--- config.mk ---
export PLATFORM = sky130hd
export DESIGN_NAME = sram_sync_top
export DESIGN_NICKNAME = d
export VERILOG_FILES = /design/src/rtl/sram_pkg.sv /design/src/rtl/sram_cmd_decode.sv /design/src/rtl/sram_lane_array.sv /design/src/rtl/sram_read_path.sv /design/src/rtl/sram_sync_top.sv
export SDC_FILE = /design/constraint.sdc
export NUM_CORES = 2
export LEC_CHECK = 0
export BUFFER_PORTS_ARGS = -buffer_cell sky130_fd_sc_hd__buf_2
export CAP_MARGIN = 15
export CORE_ASPECT_RATIO = 0.7
export CORE_MARGIN = 2
export CORE_UTILIZATION = 30
export CTS_BUF_LIST = sky130_fd_sc_hd__clkbuf_16
export CTS_CLUSTER_DIAMETER = 60
export DETAILED_ROUTE_END_ITERATION = 8
export GPL_ROUTABILITY_DRIVEN = 1
export PLACE_DENSITY = 0.55
export SLEW_MARGIN = 15
export SYNTH_ARGS = -nofsm -noshare
export SYNTH_HDL_FRONTEND = slang
export SYNTH_SLANG_ARGS = --single-unit
--- constraint.sdc ---
create_clock -name clk -period 6.7 [get_ports clk]
set_input_delay 0.67 -clock clk [delete_from_list [all_inputs] [get_ports clk]]
set_output_delay 0.67 -clock clk [all_outputs]
set_load 0.005 [all_outputs]
--- src/rtl/sram_pkg.sv ---
`timescale 1ns/1ps
package sram_pkg;

   typedef enum logic [1:0] {
      CMD_IDLE  = 2'd0,
      CMD_READ  = 2'd1,
      CMD_WRITE = 2'd2
   } sram_cmd_e;

   // Lane write mask: all-lanes strobe beats the per-lane controls.
   function automatic logic [3:0] lane_mask4(input logic all_n,
                                             input logic byte_n,
                                             input logic [3:0] sel_n);
      if (!all_n)       return 4'hF;
      else if (!byte_n) return ~sel_n;
      else              return 4'h0;
   endfunction

endpackage

--- src/rtl/sram_cmd_decode.sv ---
`timescale 1ns/1ps
module sram_cmd_decode
   import sram_pkg::*;
#(
   parameter int ADDR_W = 6,
   parameter int LANES  = 4
) (
   input  logic              clk,
   input  logic              rst_n,
   input  logic [ADDR_W-1:0] addr,
   input  logic              sel_a_n,
   input  logic              sel_b,
   input  logic              sel_c_n,
   input  logic              wr_all_n,
   input  logic              wr_byte_n,
   input  logic [LANES-1:0]  lane_sel_n,
   input  logic              sleep_req,
   output logic [LANES-1:0]  lane_we,
   output sram_cmd_e         cmd_q,
   output logic [ADDR_W-1:0] raddr_q
);

   generate
      if (LANES != 4) begin : g_bad_lanes
         $error("sram_cmd_decode: LANES must be 4");
      end
      if (ADDR_W < 1 || ADDR_W > 12) begin : g_bad_addr
         $error("sram_cmd_decode: ADDR_W out of range");
      end
   endgenerate

   logic chip_on;
   logic wr_req;

   always_comb begin
      chip_on = !sel_a_n && sel_b && !sel_c_n && !sleep_req && rst_n;
      wr_req  = !wr_all_n || !wr_byte_n;
      lane_we = chip_on ? lane_mask4(wr_all_n, wr_byte_n, lane_sel_n) : '0;
   end

   always_ff @(posedge clk or negedge rst_n) begin
      if (!rst_n) begin
         cmd_q   <= CMD_IDLE;
         raddr_q <= '0;
      end else begin
         if (!chip_on)    cmd_q <= CMD_IDLE;
         else if (wr_req) cmd_q <= CMD_WRITE;
         else             cmd_q <= CMD_READ;
         if (chip_on && !wr_req) raddr_q <= addr;
      end
   end

   // an edge seen while sleeping registers no command
   p_sleep_idle_r7: assert property (@(posedge clk) disable iff (!rst_n)
      sleep_req |=> (cmd_q == CMD_IDLE));

endmodule

--- src/rtl/sram_lane_array.sv ---
`timescale 1ns/1ps
module sram_lane_array #(
   parameter int ADDR_W = 6,
   parameter int LANES  = 4,
   parameter int LANE_W = 9,
   localparam int DEPTH  = 1 << ADDR_W,
   localparam int DATA_W = LANES * LANE_W
) (
   input  logic              clk,
   input  logic              rst_n,
   input  logic [LANES-1:0]  lane_we,
   input  logic [ADDR_W-1:0] waddr,
   input  logic [DATA_W-1:0] wdata,
   input  logic [ADDR_W-1:0] raddr,
   output logic [DATA_W-1:0] rdata
);

   generate
      if (LANE_W < 1 || DEPTH * DATA_W > 65536) begin : g_bad_size
         $error("sram_lane_array: storage size out of range");
      end
   endgenerate

   for (genvar l = 0; l < LANES; l++) begin : g_lane
      logic [LANE_W-1:0] store [DEPTH];

      always_ff @(posedge clk) begin
         if (lane_we[l]) store[waddr] <= wdata[l*LANE_W +: LANE_W];
      end

      assign rdata[l*LANE_W +: LANE_W] = store[raddr];

      // an enabled lane holds the sampled data after the edge
      p_lane_commit_r5: assert property (@(posedge clk) disable iff (!rst_n)
         lane_we[l] |=> (store[$past(waddr)] == $past(wdata[l*LANE_W +: LANE_W])));
   end

endmodule

--- src/rtl/sram_read_path.sv ---
`timescale 1ns/1ps
module sram_read_path #(
   parameter int DATA_W = 36
) (
   input  logic              clk,
   input  logic              rst_n,
   input  logic              pipe_sel,
   input  logic              rd_q,
   input  logic [DATA_W-1:0] rdata,
   input  logic              out_en_n,
   input  logic              sleep_req,
   output logic [DATA_W-1:0] dout,
   output logic              dq_oe
);

   logic              pipe_vld;
   logic [DATA_W-1:0] pipe_data;
   logic              drive_raw;

   always_ff @(posedge clk or negedge rst_n) begin
      if (!rst_n) pipe_vld <= 1'b0;
      else        pipe_vld <= rd_q;
   end

   always_ff @(posedge clk) begin
      pipe_data <= rdata;
   end

   always_comb begin
      drive_raw = pipe_sel ? pipe_vld  : rd_q;
      dout      = pipe_sel ? pipe_data : rdata;
      dq_oe     = drive_raw && !out_en_n && !sleep_req;
   end

endmodule

--- src/rtl/sram_sync_top.sv ---
`timescale 1ns/1ps
module sram_sync_top
   import sram_pkg::*;
#(
   parameter int ADDR_W = 6,
   parameter int LANES  = 4,
   parameter int LANE_W = 9,
   localparam int DATA_W = LANES * LANE_W
) (
   input  logic              clk,
   input  logic              rst_n,
   input  logic [ADDR_W-1:0] addr,
   input  logic [DATA_W-1:0] din,
   output logic [DATA_W-1:0] dout,
   output logic              dq_oe,
   input  logic              sel_a_n,
   input  logic              sel_b,
   input  logic              sel_c_n,
   input  logic              wr_all_n,
   input  logic              wr_byte_n,
   input  logic [LANES-1:0]  lane_sel_n,
   input  logic              out_en_n,
   input  logic              sleep_req,
   input  logic              pipe_sel
);

   logic [LANES-1:0]  lane_we;
   sram_cmd_e         cmd_q;
   logic [ADDR_W-1:0] raddr_q;
   logic [DATA_W-1:0] rdata;
   logic              rd_q;

   assign rd_q = (cmd_q == CMD_READ);

   sram_cmd_decode #(.ADDR_W(ADDR_W), .LANES(LANES)) i_decode (
      .clk(clk), .rst_n(rst_n), .addr(addr),
      .sel_a_n(sel_a_n), .sel_b(sel_b), .sel_c_n(sel_c_n),
      .wr_all_n(wr_all_n), .wr_byte_n(wr_byte_n), .lane_sel_n(lane_sel_n),
      .sleep_req(sleep_req), .lane_we(lane_we), .cmd_q(cmd_q), .raddr_q(raddr_q)
   );

   sram_lane_array #(.ADDR_W(ADDR_W), .LANES(LANES), .LANE_W(LANE_W)) i_array (
      .clk(clk), .rst_n(rst_n), .lane_we(lane_we), .waddr(addr),
      .wdata(din), .raddr(raddr_q), .rdata(rdata)
   );

   sram_read_path #(.DATA_W(DATA_W)) i_rdpath (
      .clk(clk), .rst_n(rst_n), .pipe_sel(pipe_sel), .rd_q(rd_q),
      .rdata(rdata), .out_en_n(out_en_n), .sleep_req(sleep_req),
      .dout(dout), .dq_oe(dq_oe)
   );

   // pipelined drive needs a read registered one stage back
   p_pipe_turnoff_r3: assert property (@(posedge clk) disable iff (!rst_n)
      (pipe_sel && $past(pipe_sel) && !$past(rd_q)) |-> !dq_oe);

   // flow-through bus is released by a registered write
   p_flow_write_off_r3: assert property (@(posedge clk) disable iff (!rst_n)
      (!pipe_sel && cmd_q == CMD_WRITE) |-> !dq_oe);

   // sleeping device never drives
   p_sleep_quiet_r7: assert property (@(posedge clk) disable iff (!rst_n)
      sleep_req |-> !dq_oe);

endmodule

### After elaboration in Yosys (flattened, before gate mapping)

Memory sizes are Yosys's and may differ from the RTL's.
Index checks and enable logic that the tools add are counted.

* register bits: 45
* memory bits (writable): 2304
* input port bits: 56
* output and inout bits: 37
* memories: 4

Memory list
* i_array.g_lane[0].store: words 64, bits a word 9, read ports 1, clocked after memory_dff 0, wr ports 1, line sram_lane_array.sv:25 `logic [LANE_W-1:0] store [DEPTH];`
* i_array.g_lane[1].store: words 64, bits a word 9, read ports 1, clocked after memory_dff 0, wr ports 1, line sram_lane_array.sv:25
* i_array.g_lane[2].store: words 64, bits a word 9, read ports 1, clocked after memory_dff 0, wr ports 1, line sram_lane_array.sv:25
* i_array.g_lane[3].store: words 64, bits a word 9, read ports 1, clocked after memory_dff 0, wr ports 1, line sram_lane_array.sv:25

* eq/ne operators: 1
* mux-type cells: 15
* bitwise gates (word level): 1
* reduce and logical (&&, ||, !) cells: 15

Operators with widths (number)
* 36-bit 2-to-1 mux: 1
* 4-bit 2-to-1 mux: 3
* 1-bit 2-to-1 mux: 9
* 1-bit logical AND: 7
* 1-bit logical NOT: 7
* 2-bit 2-to-1 mux: 2
* 4-bit inverter: 1
* 2-bit by 1-bit equality test with 1-bit output (second input constant): 1
* 1-bit logical OR: 1

### Logic depth before layout (Yosys ltp)

* depth after elaboration: 8
* depth in mapped cells: 11
* gate-level depth less buffers: 5

### By module

Synthesis repeated with hierarchy kept, for this count alone.

* cells, all modules: 4135
* area total of the unflattened synthesis: 90986.0 um2

Modules (own cells, without submodules)
* sram_lane_array: times used 1, cells an instance 4027, area each 89213.1 um2, sequential area each 69186.4 um2
* sram_read_path: times used 1, cells an instance 79, area each 1351.3 um2, sequential area each 745.7 um2
* sram_cmd_decode: times used 1, cells an instance 28, area each 407.9 um2, sequential area each 200.2 um2
* sram_sync_top: times used 1, cells an instance 1, area each 13.8 um2, sequential area each 0.0 um2

### Worst setup path before layout

No wires, ideal clock.

* kind: reg2out
* start: register i_decode.raddr_q[3]
* end: output dout[17]
* data arrival time: 2339 ps
* setup slack: 3691 ps
* stages on the path, launching flop included: 9
* cell sequence: dfrtp_1 -> clkbuf_1 -> clkbuf_1 -> clkbuf_1 -> mux4_2 -> mux4_2 -> mux2i_1 -> a32oi_1 -> mux2_2

* word-level cells in the longest chain between the ends: 2

Ends and longest elaborated chain
* start, declared: line sram_cmd_decode.sv:20 `output logic [ADDR_W-1:0] raddr_q`
* start signal, assigned: line sram_cmd_decode.sv:49 `if (chip_on && !wr_req) raddr_q <= addr;`
* memory read 64 x 9 bit
* named net i_array.rdata[17]: line sram_lane_array.sv:15 `output logic [DATA_W-1:0] rdata`
* 36-bit 2-to-1 mux: line sram_read_path.sv:31 `dout = pipe_sel ? pipe_data : rdata;`
* end, declared: line sram_sync_top.sv:14 `output logic [DATA_W-1:0] dout,`

The timed path passes the listed nets, and every way through them passes these cells.

### Worst setup path in the final report

* start: register i_decode.raddr_q[1]
* end: output dout[18]

The elaborated chain is that of the path after synthesis.

==> results_dict.tcl <==
set metrics [dict create \
    status "complete, no violations" \
    switching_share 0.236 \
    p_int_mw 24.6 \
    crit_path_end_kind "primary output" \
    irDropWorstVdd_mv 0.213 \
    cts_buffers 225 \
    total_switching_power_mw 7.63 \
    synth_seq_area_share 0.774 \
    slowest_stage "dfrtp_4" \
    ctsHtreeMaxLevel 4 \
    path_cells "buf_4 > buf_4 > mux2i_1 > a22oi_1 > nand3_1 > a32oi_1 > mux2_2 > buf_2" \
    worst_slew_pin_slew_ps 1200 \
    syn_area_um2 90600 \
    start_util 0.302 \
    clkPwrFrac 0.387 \
    grt.total_usage 0.156 \
    vias_per_cell 5.10 \
    pwr-share-comb 0.107 \
    antenna_found_initial 17 \
    cts-root-buf "clkbuf_16" \
    core_um2 300000 \
    synth-edff-count 2304 \
    ys_ff_latch 2349 \
    clk_latency_ps 880 \
    drtAntennaViolNets 0 \
    dieHeight_um 464 \
    hold_path_class "in -> reg" \
    max_freq_mhz 178 \
    synth_flop_cell "edfxtp_1" \
    ios 93 \
    post_cts_resized 0 \
    whs_path_depth 2 \
    fin_util 0.344 \
    clock_sinks 2349 \
    fin_tns_setup_ps 0 \
    multi_input_comb_area_um2 19400 \
    p_per_area_nw_per_um2 312 \
    synth_top_cells_by_area "edfxtp_1, mux4_2, mux2i_1, a22oi_1, nor2_1" \
    cts_tree "yes" \
    clockBufferDepth 4 \
    wire_per_inst_um 28.7 \
    final-seq-area_um2 70200 \
    hold_viol 0 \
    p_total_mw 32.3 \
    maxCapViolCount 0 \
    min_from "addr[3]" \
    netlist_instances 4193 \
    drt-initial-drc-count 5777 \
    reg2reg_from "i_decode.raddr_q[1]$_DFFE_PN0P_" \
    wl_um 246000 \
    finalNetCount 4445 \
    async_flop_share 0.00383 \
    hold_end "i_decode.raddr_q[3]$_DFFE_PN0P_" \
    power.leakage_nw 30.6 \
    grt_overflow 0 \
    min_period_ps 5610 \
    fin_skew_ps 52.6 \
    drv_slew 0 \
    setup_viol 0 \
    dpl_cell_area_um2 96100 \
    rr_endpoint "i_rdpath.pipe_data[18]$_DFF_P_" \
    cp.arrival_ps 4940 \
    crit_type "reg -> out" \
    rows 168 \
    synth_cell_types 27 \
    layout-drive-gt1-share 0.241 \
    area_growth_pct 14.0 \
    finalInstanceArea_um2 103000 \
    yosysTopAreaCellShare 0.763 \
    crit_path_max_incr_delay_ps 1030 \
    firstDrtPassIters 7 \
    fillers 27700 \
    avgSynthCellArea_um2 21.6 \
    vias 43700 \
    synth_warnings 0 \
    grt_start_max_net_pins 120 \
    dieArea_um2 307000 \
    fp.dieW_um 661 \
    fin_crit_sh 0.838 \
    synth_top_cell_by_area "edfxtp_1" \
    grt_pass1_vias 43000 \
    drc 0 \
    synth_common_cells "edfxtp_1, mux4_2, mux2i_1, nor2_1, a22oi_1" \
    start_kind "flip-flop" \
    gp_congestion 0.810 \
    power_frac_seq 0.506 \
    grt_pass1_wl_um 341000 \
    cp.required_ps 6030 \
    synth_nets 4249 \
    rrSetupSlack_ps 2900 \
    clk_pin_slew_ps 70 \
    cp_max_fo 41 \
    cp_common_cell "buf_4" \
    rsz0062_at_grt "false" \
    hpwl_um 151000 \
    post-synth-top-count-cell "edfxtp_1" \
    relSlewSlack 0.197 \
    worst_r2r_path_depth 6 \
    portBuffers 92 \
]
==> routing by layer <==
metal  vias to the layer above  share of wire  track usage
met1                     23500           0.45        0.237
li1                      17900              -            -
met2                      1947           0.43        0.223
met3                       358          0.090       0.0371
met4                         8          0.029       0.0437
met5                         -        0.00021            0
==> placed cells by master, fill, tap and decap left out, drive strengths merged, types with 6 or more instances in the layout <==
cell type  synthesis  routed
o22a              36      36
mux4             504     504
buf              122     220
a32oi             36      36
clkinv             0     101
clkbuf           130     230
mux2i            397     397
bufinv             0      22
a22oi            144     144
nor3b              6       6
nor2             261     261
inv                0      50
nand3             36      36
a31oi             36      36
mux2              42      42
dfrtp              9       9
dfxtp             36      36
edfxtp          2304    2304
nand2             77      77
==> area by class of cell <==
| class | count | area share |
|---|---|---|
| Multi-Input combinational cell | 1592 | 0.188 |
| Tap cell | 3995 | 0.0484 |
| Clock buffer | 230 | 0.0557 |
| Clock inverter | 177 | 0.0134 |
| Sequential cell | 2349 | 0.679 |
| Timing Repair Buffer | 221 | 0.0153 |
| Antenna cell | 2 | 0.0000484 |
==> through the flow <==
| stage | hold slack (ps) | std cells | setup WS, ps |
|---|---|---|---|
| 2_1_floorplan | 374 | 4193 | 3690 |
| 3_3_place_gp | 395 | 8155 | 1300 |
| 3_5_place_dp | 406 | 8155 | 1400 |
| 4_1_cts | 118 | 8563 | 1000 |
| 5_1_grt | 173 | 8564 | 879 |
| 6_report | 162 | 8566 | 1090 |
==> cells by family after synthesis <==
group                  synth area share
AO/OA/AOI/OAI                    0.0214
buffers and inverters            0.0129
flip-flops                        0.774
multiplexers                      0.174
AND/OR/NAND/NOR                  0.0177
==> state kept, by name (all words and copies together), names as in the netlist <==
register and flops:
i_array.g_lane.store 2304, i_decode.cmd_q 2, i_rdpath.pipe_vld 1, i_rdpath.pipe_data 36, i_decode.raddr_q 6
==> critical path, delay by kind of cell, from the launching register on <==
family | cells | cell delay (ps)
DFF | 1 | 1030
and+or+nand+nor | 1 | 110
AOI/OAI and AO/OA | 2 | 840
buffers and inverters | 3 | 1560
muxes | 2 | 510
==> worst max-delay path by stage <==
stage,slack [ps],startpoint,endpoint
2_1_floorplan,3690,i_decode.raddr_q[3]$_DFFE_PN0P_,dout[17]
3_3_place_gp,1300,sleep_req,i_array.g_lane[0].store[45][3]$_DFFE_PP_
3_5_place_dp,1400,sleep_req,i_array.g_lane[1].store[11][1]$_DFFE_PP_
4_1_cts,1000,i_decode.raddr_q[1]$_DFFE_PN0P_,dout[18]
5_1_grt,880,i_decode.raddr_q[1]$_DFFE_PN0P_,dout[18]
6_report,1090,i_decode.raddr_q[1]$_DFFE_PN0P_,dout[18]
==> power by group through the flow <==
stage / Clock, mW / Sequential, mW / Combinational [mW]
2_1_floorplan: 0 / 16.6 / 2.06
3_3_place_gp: 0 / 16.7 / 3.45
3_5_place_dp: 0 / 16.7 / 3.47
4_1_cts: 12.7 / 16.3 / 3.48
5_1_grt: 13.2 / 16.3 / 3.61
6_report: 12.5 / 16.3 / 3.44
==> repair_timing <==
item,4_1_cts,5_1_grt
buffers inserted,0,0
hold endpoints to repair,9,0
hold buffers,1,0
Note: power is estimated with default switching activity, not from simulation.
